$ cat config.mk
export PLATFORM = sky130hd
export DESIGN_NAME = tdma_guard_gate
export DESIGN_NICKNAME = d
export VERILOG_FILES = /design/src/rtl/tdma_gg_pkg.sv /design/src/rtl/gg_slot_timer.sv /design/src/rtl/gg_sync_watch.sv /design/src/rtl/gg_window.sv /design/src/rtl/tdma_guard_gate.sv
export SDC_FILE = /design/constraint.sdc
export NUM_CORES = 1
export LEC_CHECK = 0
export ABC_AREA = 1
export ABC_CLOCK_PERIOD_IN_PS = 3600
export BUFFER_PORTS_ARGS = -buffer_cell sky130_fd_sc_hd__buf_2
export CORE_MARGIN = 4
export CORE_UTILIZATION = 40
export DETAILED_ROUTE_END_ITERATION = 10
export SYNTH_ARGS = -nofsm -noshare
export SYNTH_HDL_FRONTEND = slang
export SYNTH_SLANG_ARGS = --single-unit
$ cat constraint.sdc
create_clock -name gclk -period 3.6 [get_ports gclk]
set_clock_uncertainty 0.05 [all_clocks]
set_input_delay 0.54 -clock gclk [delete_from_list [all_inputs] [get_ports gclk]]
set_output_delay 0.54 -clock gclk [all_outputs]
set_load 0.02 [all_outputs]
$ cat src/rtl/tdma_gg_pkg.sv
package tdma_gg_pkg;
  // window test on one slot: guard <= tick < len - guard
  function automatic logic slot_window(input logic [31:0] tick,
                                       input logic [31:0] len,
                                       input logic [31:0] guard);
    return (tick >= guard) && ((tick + guard) < len);
  endfunction
endpackage

$ cat src/rtl/gg_slot_timer.sv
module gg_slot_timer #(
  parameter int N_SLOTS = 8,
  parameter int LEN_W   = 10,
  localparam int IDX_W  = (N_SLOTS > 1) ? $clog2(N_SLOTS) : 1
) (
  input  logic                     clk,
  input  logic                     rst_n,
  input  logic                     sync_i,
  input  logic [N_SLOTS*LEN_W-1:0] slot_len_i,
  output logic [IDX_W-1:0]         slot_idx_o,
  output logic [LEN_W-1:0]         slot_tick_o,
  output logic [LEN_W-1:0]         cur_len_o
);
  logic [IDX_W-1:0] idx_q, idx_d;
  logic [LEN_W-1:0] tick_q, tick_d;

  assign cur_len_o = slot_len_i[idx_q*LEN_W +: LEN_W];

  always_comb begin
    idx_d  = idx_q;
    tick_d = tick_q + 1'b1;
    if (sync_i) begin
      idx_d  = '0;
      tick_d = '0;
    end else if ({1'b0, tick_q} + 1'b1 >= {1'b0, cur_len_o}) begin
      tick_d = '0;
      idx_d  = (idx_q == IDX_W'(N_SLOTS - 1)) ? '0 : idx_q + 1'b1;
    end
  end

  always_ff @(posedge clk or negedge rst_n) begin
    if (!rst_n) begin
      idx_q  <= '0;
      tick_q <= '0;
    end else begin
      idx_q  <= idx_d;
      tick_q <= tick_d;
    end
  end

  assign slot_idx_o  = idx_q;
  assign slot_tick_o = tick_q;
endmodule

$ cat src/rtl/gg_sync_watch.sv
module gg_sync_watch #(
  parameter int CNT_W    = 16,
  parameter int SYNC_TOL = 8
) (
  input  logic             clk,
  input  logic             rst_n,
  input  logic             sync_i,
  input  logic [CNT_W-1:0] round_len_i,
  output logic             synced_o
);
  logic [CNT_W-1:0] cnt_q, cnt_d, limit;
  logic             ok_q, ok_d;

  assign limit = round_len_i + CNT_W'(SYNC_TOL);

  always_comb begin
    cnt_d = cnt_q;
    ok_d  = ok_q;
    if (sync_i) begin
      cnt_d = '0;
      ok_d  = 1'b1;
    end else if (cnt_q < limit) begin
      cnt_d = cnt_q + 1'b1;
    end else begin
      ok_d  = 1'b0;
    end
  end

  always_ff @(posedge clk or negedge rst_n) begin
    if (!rst_n) begin
      cnt_q <= '0;
      ok_q  <= 1'b0;
    end else begin
      cnt_q <= cnt_d;
      ok_q  <= ok_d;
    end
  end

  assign synced_o = ok_q;
endmodule

$ cat src/rtl/gg_window.sv
module gg_window #(
  parameter int LEN_W = 10,
  parameter int IDX_W = 3
) (
  input  logic             synced_i,
  input  logic [IDX_W-1:0] slot_idx_i,
  input  logic [IDX_W-1:0] node_slot_i,
  input  logic [LEN_W-1:0] tick_i,
  input  logic [LEN_W-1:0] len_i,
  input  logic [LEN_W-1:0] guard_i,
  output logic             open_o
);
  import tdma_gg_pkg::*;
  always_comb begin
    open_o = synced_i && (slot_idx_i == node_slot_i) &&
             slot_window(32'(tick_i), 32'(len_i), 32'(guard_i));
  end
endmodule

$ cat src/rtl/tdma_guard_gate.sv
module tdma_guard_gate #(
  parameter int N_SLOTS  = 8,
  parameter int LEN_W    = 10,
  parameter int SYNC_TOL = 8,
  localparam int IDX_W   = (N_SLOTS > 1) ? $clog2(N_SLOTS) : 1,
  localparam int CNT_W   = LEN_W + IDX_W + 2
) (
  input  logic                     gclk,
  input  logic                     grst_n,
  input  logic [N_SLOTS*LEN_W-1:0] slot_len_i,
  input  logic [IDX_W-1:0]         node_slot_i,
  input  logic [LEN_W-1:0]         guard_i,
  input  logic                     sync_i,
  input  logic                     tx_en_i,
  input  logic                     tx_data_i,
  output logic                     bus_en_o,
  output logic                     bus_data_o,
  output logic                     sync_ok_o,
  output logic                     viol_o
);
  // reset: asserted asynchronously, released on the clock
  logic [1:0] rst_pipe;
  logic       rst_n_s;
  always_ff @(posedge gclk or negedge grst_n) begin
    if (!grst_n) rst_pipe <= 2'b00;
    else         rst_pipe <= {rst_pipe[0], 1'b1};
  end
  assign rst_n_s = rst_pipe[1];

  logic [IDX_W-1:0] slot_idx;
  logic [LEN_W-1:0] slot_tick, cur_len;
  logic [CNT_W-1:0] round_len;
  logic             synced, win_open;
  logic             viol_q, viol_d;

  always_comb begin
    round_len = '0;
    for (int i = 0; i < N_SLOTS; i++)
      round_len = round_len + CNT_W'(slot_len_i[i*LEN_W +: LEN_W]);
  end

  gg_slot_timer #(.N_SLOTS(N_SLOTS), .LEN_W(LEN_W)) u_timer (
    .clk(gclk), .rst_n(rst_n_s), .sync_i(sync_i), .slot_len_i(slot_len_i),
    .slot_idx_o(slot_idx), .slot_tick_o(slot_tick), .cur_len_o(cur_len));

  gg_sync_watch #(.CNT_W(CNT_W), .SYNC_TOL(SYNC_TOL)) u_watch (
    .clk(gclk), .rst_n(rst_n_s), .sync_i(sync_i), .round_len_i(round_len),
    .synced_o(synced));

  gg_window #(.LEN_W(LEN_W), .IDX_W(IDX_W)) u_win (
    .synced_i(synced), .slot_idx_i(slot_idx), .node_slot_i(node_slot_i),
    .tick_i(slot_tick), .len_i(cur_len), .guard_i(guard_i), .open_o(win_open));

  always_comb viol_d = viol_q | (tx_en_i & ~win_open);

  always_ff @(posedge gclk or negedge rst_n_s) begin
    if (!rst_n_s) viol_q <= 1'b0;
    else          viol_q <= viol_d;
  end

  assign bus_en_o   = tx_en_i & win_open & ~viol_q;
  assign bus_data_o = bus_en_o & tx_data_i;
  assign sync_ok_o  = synced;
  assign viol_o     = viol_q;
endmodule

Word-level counts from Yosys, hierarchy flattened. Index checks and enable logic that the tools add are counted.

Input port bits: 98. Register bits: 32.

$mul: 1. Shift operators: 1. Bitwise operators: 7. Eq/ne operators: 3. Add/sub/neg operators: 13. Mux-type cells: 9. Order comparisons: 4. Reductions and logical operators: 5.

Operators with widths (number): 80-bit by 8-bit variable part select with 10-bit output (1); 32-bit by 10-bit less-than comparator with 1-bit output (1); 15-bit by 10-bit adder with 15-bit output (2); 15-bit 2-to-1 mux (2); 10-bit by 10-bit adder with 11-bit output (2); 10-bit 2-to-1 mux (2); 14-bit by 10-bit adder with 15-bit output (1); 15-bit by 1-bit adder with 15-bit output, second input constant (1); 15-bit by 4-bit adder with 15-bit output, second input constant (1); 15-bit less-than comparator (1); 13-bit by 10-bit adder with 14-bit output (1); 12-bit by 10-bit adder with 13-bit output (1); 11-bit by 10-bit adder with 12-bit output (1); 10-bit by 1-bit adder with 11-bit output, second input constant (1); 11-bit by 10-bit >= comparator with 1-bit output (1); 10-bit by 1-bit adder with 10-bit output, second input constant (1); 10-bit >= comparator (1); 3-bit 2-to-1 mux (3); 3-bit by 3-bit multiplier with 6-bit output, second input constant (1); 1-bit bitwise AND (4); 2-bit nonzero test (2); 3-bit by 1-bit adder with 3-bit output, second input constant (1); 3-bit equality test (1); 3-bit equality test, second input constant (1); 5 further kinds (9).

Longest topological paths before layout. Gate-level depths: netlist of the first run.

Depth after elaboration: 11. Gate-level depth with buffers: 27. Gate-level depth less buffers: 27.

Hierarchy. From an unflattened synthesis of the first run, not the netlist that was laid out.

Cells, all modules: 987. Area total of the unflattened synthesis: 6736.5 um2.

Modules (own cells, without submodules): tdma_guard_gate (cells each 283, instances 1, area each 2272.2 um2, sequential area each 75.1 um2); gg_slot_timer (cells each 300, instances 1, area each 1850.5 um2, sequential area each 325.3 um2); gg_sync_watch (cells each 244, instances 1, area each 1596.5 um2, sequential area each 400.4 um2); gg_window (cells each 160, instances 1, area each 1017.2 um2, sequential area each 0.0 um2).

Least setup slack after synthesis of the first run. OpenSTA, ideal clock, no wires.

Path type: input-to-reg. From: input port slot_len_i[2]. To: register u_watch.cnt_q[11]. Cell stages on the path: 25. Data arrival time: 5318 ps. Slack: -1892 ps. Data required time: 3427 ps. Library setup time: 123 ps. Cells stage by stage: inv_1 > fa_1 > inv_1 > fa_1 > fa_1 > inv_1 > fa_1 > inv_1 > ha_1 > inv_1 > fa_1 > o21ai_1 > nand2_1 > o211ai_1 > nand2_1 > nand2_1 > a21oi_1 > xor2_1 > ha_1 > a21oi_1 > o21ai_0 > a211oi_4 > nand2_4 > nor4b_2 > nor2_1.

Cells in the longest elaborated chain, start to end: 10.

Ends and longest elaborated chain: start, declared (RTL line tdma_guard_gate.sv:10) `input logic [N_SLOTS*LEN_W-1:0] slot_len_i,`; 10-bit by 10-bit adder with 11-bit output (RTL line tdma_guard_gate.sv:39) `round_len = round_len + CNT_W'(slot_len_i[i*LEN_W +: LEN_W]);`; 11-bit by 10-bit adder with 12-bit output (RTL line tdma_guard_gate.sv:39); 12-bit by 10-bit adder with 13-bit output (RTL line tdma_guard_gate.sv:39); 13-bit by 10-bit adder with 14-bit output (RTL line tdma_guard_gate.sv:39); 14-bit by 10-bit adder with 15-bit output (RTL line tdma_guard_gate.sv:39); 15-bit by 10-bit adder with 15-bit output (2 in series) (RTL line tdma_guard_gate.sv:39); 15-bit by 4-bit adder with 15-bit output (RTL line gg_sync_watch.sv:14) `assign limit = round_len_i + CNT_W'(SYNC_TOL);`; 15-bit less-than comparator (RTL line gg_sync_watch.sv:22) `end else if (cnt_q < limit) begin`; 2-bit nonzero test (no source line); end signal, assigned (RTL line gg_sync_watch.sv:34) `cnt_q <= cnt_d;`; end, declared (RTL line gg_sync_watch.sv:11) `logic [CNT_W-1:0] cnt_q, cnt_d, limit;`.

No other way between the ends. A chain may end at the register's enable or synchronous reset.

Worst setup path in the final report of the first run.
From: input port slot_len_i[48]. To: register u_watch.cnt_q[11].

Cells in the longest elaborated chain, start to end: 7.

Ends and longest elaborated chain (RTL line): 13-bit by 10-bit adder with 14-bit output (tdma_guard_gate.sv:39); 14-bit by 10-bit adder with 15-bit output (tdma_guard_gate.sv:39); 15-bit by 10-bit adder with 15-bit output (2 in series) (tdma_guard_gate.sv:39); 15-bit by 4-bit adder with 15-bit output (gg_sync_watch.sv:14); 15-bit less-than comparator (gg_sync_watch.sv:22); 2-bit nonzero test (no source line).

No other way between the ends.

==> results.json, run 1 <==
{
  "outcome": "finished with violations",
  "violations": "setup timing",
  "drive_gt1_share_pct": 33.5,
  "nNetsFinal": 1233,
  "path_common_cell": "fa_1",
  "cts_buffers": 5,
  "wl_per_cell_um": 13.9,
  "cp.arrival_ps": 5390,
  "critPathTopFamily": "adder cells",
  "yosys-top-cells-area": "fa_1 20%, ha_1 17%, dfrtp_1 13%, inv_1 13%, o21ai_0 5.3%",
  "max_freq_mhz": 189,
  "synth-seq-cells": 32,
  "clock_path_buffers": 2,
  "setup_ws_ps": -1680,
  "dp_hpwl_mm": 13.5,
  "start_util_pct": 41.3,
  "worstMarginPinSlew_ps": 672,
  "grt_pass1_wl_mm": 25.9,
  "die_h_um": 131,
  "die_area_um2": 17100,
  "drcViolationCount": 0,
  "die_x_um": 131,
  "cp_slowest_stage_delay_ps": 560,
  "antenna_found_initial": 0,
  "crit_slowest_cell": "fa_1",
  "drv_cap": 0,
  "relSlewSlack_pct": 54.7,
  "cp-start-kind": "input pin",
  "rows": 44,
  "portBuffers": 101,
  "grt_max_degree": 37,
  "place_congestion": 0.869,
  "wl_mm": 16.4,
  "num_antenna_cells": 0,
  "synth_top_family_by_area": "adder cells",
  "insertion_delay_ps": 270,
  "final_area_um2": 8160,
  "yosys_warnings": 0,
  "syn2layout_area_growth_pct": 35.0,
  "min_period_ps": 5280,
  "ir_drop_v": 0.000496,
  "drt-pass1-iter-count": 4,
  "yosysTopAreaCell": "fa_1",
  "cts_tree": "built",
  "viasPerCell": 4.83,
  "synthCells": 800,
  "core_area_um2": 14600,
  "netlist_area_um2": 6040,
  "rsz0062_at_grt": "true",
  "worstSetupEndpointType": "flop",
  "crit_fanout": 8,
  "io_pins": 102,
  "dpl_cell_area_um2": 7360,
  "avgSynthCellArea_um2": 7.55,
  "ys_types": 49,
  "vias": 5690,
  "setup_violations": 17,
  "n_fill_cell": 1356,
  "synth_compound_area_share_pct": 15.1,
  "cts_max_level": 2,
  "period_share_pct": 147,
  "grt_pass1_vias": 5381,
  "track_usage_pct": 18.8,
  "synth-xor-area-share_pct": 4.20,
  "critPathBufInv": 7,
  "ys_seq_area_share_pct": 13.3,
  "yosys.area_share.simple_pct": 16.1,
  "syn-num-nets": 1038,
  "synthAdderAreaFrac_pct": 36.3,
  "synth_edf_count": 0,
  "clockRootBuffer": "clkbuf_16",
  "async_flop_share_pct": 100,
  "power.density_nw_per_um2": 643,
  "ant_nets": 0,
  "clk_pin_slew_worst_paths_ps": 50,
  "hp-class": "flop to async pin",
  "dp_cells": 1151,
  "synth_mux_area_share_pct": 0,
  "drt_iter0_markers": 275,
  "crit_type": "input pin to flop",
  "synth_top_area_share_pct": 19.5,
  "overflow": 0,
  "clkSinkCount": 32,
  "maxSlewViolCount": 0,
  "worstPathRequired_ps": 3710,
  "p_leak_nw": 4.36,
  "final_hold_viol_count": 0,
  "yosys_most_used_dff": "dfrtp_1",
  "final_cell_count_no_fill": 1179
}
-- flip-flops by register name (all words and copies together), names as in the netlist --
| register | count |
|---|---|
| u_timer.slot_idx_o | 3 |
| u_watch.synced_o | 1 |
| rst_pipe | 2 |
| u_watch.cnt_q | 15 |
| viol_o | 1 |
| u_timer.slot_tick_o | 10 |
-- metrics by stage --
stage	power, mW	setup TNS, ps	setup slack (ps)	hold slack (ps)	utilization, %
2_1_floorplan	2.74	-27290	-1790	194	-
3_3_place_gp	3.81	-33430	-2140	217	50.3
3_5_place_dp	3.84	-34480	-2210	221	50.3
4_1_cts	4.71	-28060	-1780	222	53.4
5_1_grt	5.81	-30230	-1910	261	55.7
6_report	5.25	-26090	-1680	210	55.7
-- synthesized netlist by cell type (2+ instances only) --
library cell and instances:
a211oi_1 3, a21o_1 2, a21oi_1 57, a21oi_2 3, and2_1 2, buf_2 7
clkbuf_1 7, dfrtp_1 32, fa_1 59, ha_1 81, inv_1 210, inv_2 7
nand2_1 79, nand2_4 2, nand3_1 37, nand3_2 2, nand4_1 7, nor2_1 44
nor2_2 11, nor3_1 10, nor3_2 3, nor4_1 4, o211ai_2 2, o21ai_0 64
o21ai_1 12, o221ai_1 2, o22ai_1 2, xnor2_1 7, xor2_1 22
-- metal layers --
metal	GRT usage, %	vias up	share of wire (%)
met5	0	-	0
met4	1.75	0	0.24
met3	1.87	4	4.4
met2	32.0	131	48
met1	26.9	2644	47
li1	-	2911	-
-- worst paths after layout --
| check | cells past startpoint | slack (ps) | endpoint | from |
|---|---|---|---|---|
| max in group asynchronous | 2 | 2880 | rst_pipe[1] | grst_n |
| min in group gclk | 0 | 300 | rst_pipe[1] | rst_pipe[0] |
| worst min register to register | 1 | 210 | u_watch.cnt_q[9] | rst_pipe[1] |
| worst min-delay path | 1 | 210 | u_watch.cnt_q[9] | rst_pipe[1] |
| worst max-delay path | 27 | -1680 | u_watch.cnt_q[11] | slot_len_i[48] |
| worst max register to register | 17 | 370 | u_timer.slot_idx_o[1] | u_timer.slot_idx_o[0] |
-- report_power, final --
part	leakage [nW]	internal [mW]	switching (mW)
Clock	0.0760	0.290	0.144
Combinational	3.86	2.16	2.25
Sequential	0.422	0.374	0.0192
Total	4.36	2.83	2.42
-- cell usage in the layout (no fill, tap or decap), types with 5 or more instances in the layout --
cell type,synthesis,routed
nand3_1,37,31
inv_1,210,192
nor3_1,10,7
ha_1,81,68
nand2_1,79,70
nor3_2,3,5
nand4_1,7,7
o21ai_0,64,56
xnor2_1,7,6
dfrtp_1,32,30
nand2_2,1,8
nor2_2,11,15
o21ai_1,12,11
nand3_2,2,7
buf_2,7,97
a21oi_1,57,46
buf_4,1,90
fa_1,59,57
nor2_1,44,39
inv_2,7,23
o21ai_2,1,10
xor2_1,22,22
ha_4,0,10
a21oi_2,3,14
clkbuf_16,0,5
buf_6,0,11
-- worst reg2reg max path, stage by stage (launching register included) --
cell	delay, ps
dfrtp_1	430
inv_2	260
buf_4	260
nor2_1	50
o21ai_0	160
o21ai_0	140
buf_4	190
ha_1	280
a21oi_1	160
nor2_1	50
a211oi_1	220
o21ai_1	110
nand2_1	70
o31ai_1	80
nand3_1	150
nand2_2	250
nand2_1	130
nand2_1	50
-- cells by family (layout without fill, tap and decap cells) --
group | count (synthesis) | after routing
and+or+nand+nor | 206 | 207
AOI/OAI and AO/OA | 159 | 159
adders and majority gates | 140 | 140
buffers and inverters | 233 | 427
other | 1 | 1
DFF | 32 | 32
xor gates and xnor gates | 29 | 29
-- cell type report --
| cell class | count | area, um^2 | area share, % |
|---|---|---|---|
| Multi-Input combinational cell | 536 | 4770 | 58.5 |
| Timing Repair Buffer | 203 | 1370 | 16.8 |
| Inverter | 217 | 826 | 10.1 |
| Sequential cell | 32 | 803 | 9.85 |
| Tap cell | 184 | 230 | 2.82 |
| Clock buffer | 7 | 153 | 1.87 |
-- repair_timing --
| item | CTS | global route |
|---|---|---|
| gates resized for setup | 45 | 66 |
| cloned | 1 | 0 |
| setup buffers | 11 | 9 |
| pin swaps | 26 | 74 |
| endpoints found under the setup margin | 18 | 18 |
| hold endpoints to repair | 2 | 0 |
| hold buffers | 1 | 0 |
No activity file was read; power rests on OpenSTA's default activity.
==> run 2: changes to the inputs <==
CELL_PAD_IN_SITES_DETAIL_PLACEMENT = 1   (was unset)
CELL_PAD_IN_SITES_GLOBAL_PLACEMENT = 1   (was unset)
PLACE_DENSITY_LB_ADDON = 0.1   (was unset)
SETUP_SLACK_MARGIN = 0.15   (was unset)
==> results.json, run 2 (same netlist as run 1, synthesis figures left out) <==
{
  "die_area_um2": 17100,
  "crit_slowest_cell": "fa_1",
  "track_usage_pct": 24.0,
  "ant_nets": 0,
  "wl_mm": 21.2,
  "violations": "setup timing",
  "worstPathRequired_ps": 3720,
  "critPathTopFamily": "adder cells",
  "drive_gt1_share_pct": 36.1,
  "drt_iter0_markers": 251,
  "overflow": 0,
  "pre_cts_ws_ps": -2260,
  "rsz0062_at_grt": "true",
  "io_pins": 102,
  "die_x_um": 131,
  "clkSinkCount": 32,
  "cts_max_level": 2,
  "place_congestion": 0.876,
  "hp-class": "flop to async pin",
  "p_clk_share_pct": 7.7,
  "clk_pin_slew_worst_paths_ps": 60,
  "setup_ws_ps": -1780,
  "nNetsFinal": 1248,
  "drcViolationCount": 0,
  "period_share_pct": 149,
  "outcome": "finished with violations",
  "largest_reg_flops": 15,
  "power_frac_seq_pct": 6.8,
  "start_util_pct": 41.3,
  "die_h_um": 131,
  "critPathBufInv": 9,
  "worstReg2RegEnd": "u_timer.slot_idx_o[2]",
  "grt_max_degree": 31,
  "cts_tree": "built",
  "dp_hpwl_mm": 16.4,
  "reg2reg_depth": 11,
  "grt_pass1_wl_mm": 32.8,
  "cp.arrival_ps": 5500,
  "num_antenna_cells": 0,
  "grt_pass1_vias": 6855,
  "cp_slowest_stage_delay_ps": 540,
  "worstSetupEndpointType": "flop",
  "p_int_mw": 2.94,
  "max_freq_mhz": 186,
  "fin_util_pct": 57.4,
  "max_flop_register": "u_watch.cnt_q",
  "mostFrequentLayoutCells": "189 x inv_1, 106 x buf_4, 96 x buf_2",
  "p_leak_nw": 4.41,
  "switchingPower_mw": 2.81,
  "switching_share_pct": 48.8,
  "power.density_nw_per_um2": 684,
  "p_comb_share_pct": 85.5,
  "insertion_delay_ps": 280,
  "clock_path_buffers": 2,
  "drv_cap": 0,
  "relSlewSlack_pct": 53.2,
  "cts_buffers": 5,
  "p_total_mw": 5.75,
  "r2r_start": "u_timer.slot_idx_o[0]",
  "min_period_ps": 5380,
  "clockRootBuffer": "clkbuf_16",
  "crit_type": "input pin to flop",
  "regArea_um2": 803,
  "setup_violations": 18,
  "antenna_found_initial": 0,
  "ir_drop_v": 0.000396,
  "syn2layout_area_growth_pct": 39.2,
  "cp-start-kind": "input pin",
  "core_area_um2": 14600,
  "crit_fanout": 7,
  "viasPerCell": 5.10,
  "mostFrequentLayoutCell": "inv_1",
  "wl_per_cell_um": 17.8,
  "n_fill_cell": 1815,
  "final_hold_viol_count": 0,
  "vias": 6098,
  "rows": 44,
  "rrSetupSlack_ps": 420,
  "multiInputGateArea_um2": 4930,
  "maxSlewViolCount": 0,
  "worstMarginPinSlew_ps": 695,
  "portBuffers": 101,
  "drt-pass1-iter-count": 4
}
## run 2: cell count changes in the layout (fill, tap and decap cells not counted), moves of 3 or more
cell	change
buf_4	+16
ha_1	-6
fa_2	+5
o21ai_1	+3
fa_1	-5
inv_1	-3
ha_4	+6
## run 2: stage by stage
| step | hold WS (ps) | instance area (um^2) | std cells | TNS [ps] |
|---|---|---|---|---|
| floorplan | 194 | 6070 | 800 | -27290 |
| global placement | -39.1 | 7360 | 1152 | -33130 |
| detailed placement | -28.5 | 7360 | 1152 | -35690 |
| CTS | 253 | 7990 | 1179 | -27410 |
| global route | 294 | 8410 | 1195 | -30950 |
| finish | 245 | 8410 | 1195 | -27760 |
## run 2: timing repair
action,4_1_cts,5_1_grt
pin swaps,45,73
setup endpoints to repair,18,31
resized for setup,67,71
endpoints found under the hold margin,3,0
hold buffers,2,0
setup buffers,16,16
cloned,1,0
## run 2: layer usage
layer / wire (um) / share of wire, % / track usage (%) / vias to the layer above
li1: - / - / - / 2932
met4: 434 / 2.0 / 6.05 / 0
met3: 649 / 3.1 / 2.48 / 30
met2: 11300 / 53 / 46.0 / 109
met1: 8850 / 42 / 28.5 / 3027
met5: 0 / 0 / 0 / -
## run 2: worst max-delay path by stage
stage,from,endpoint,slack (ps),depth (start not counted)
final,slot_len_i[12],u_watch.cnt_q[10],-1780,27
after global routing,slot_len_i[36],u_watch.cnt_q[0],-1950,28
after CTS,slot_len_i[12],u_watch.cnt_q[11],-1800,27
after detailed placement,slot_len_i[4],u_watch.cnt_q[0],-2260,28
after global placement,slot_len_i[2],u_watch.cnt_q[11],-2140,27
after floorplan,slot_len_i[2],u_watch.cnt_q[11],-1790,25
## run 2: power groups by stage
| stage | clock (mW) | sequential (mW) | combinational (mW) |
|---|---|---|---|
| after floorplan | 0 | 0.398 | 2.34 |
| after global placement | 0 | 0.393 | 3.55 |
| after detailed placement | 0 | 0.393 | 3.73 |
| after CTS | 0.448 | 0.388 | 4.20 |
| after global routing | 0.465 | 0.392 | 5.45 |
| final | 0.442 | 0.390 | 4.92 |
## run 2: final cells by class
class	instances	area share [%]
inverter	217	9.85
tap	184	2.74
timing repair buffer	218	17.5
clock inverter	1	0.0893
sequential	32	9.55
clock buffer	7	1.70
multi-input combinational	536	58.6
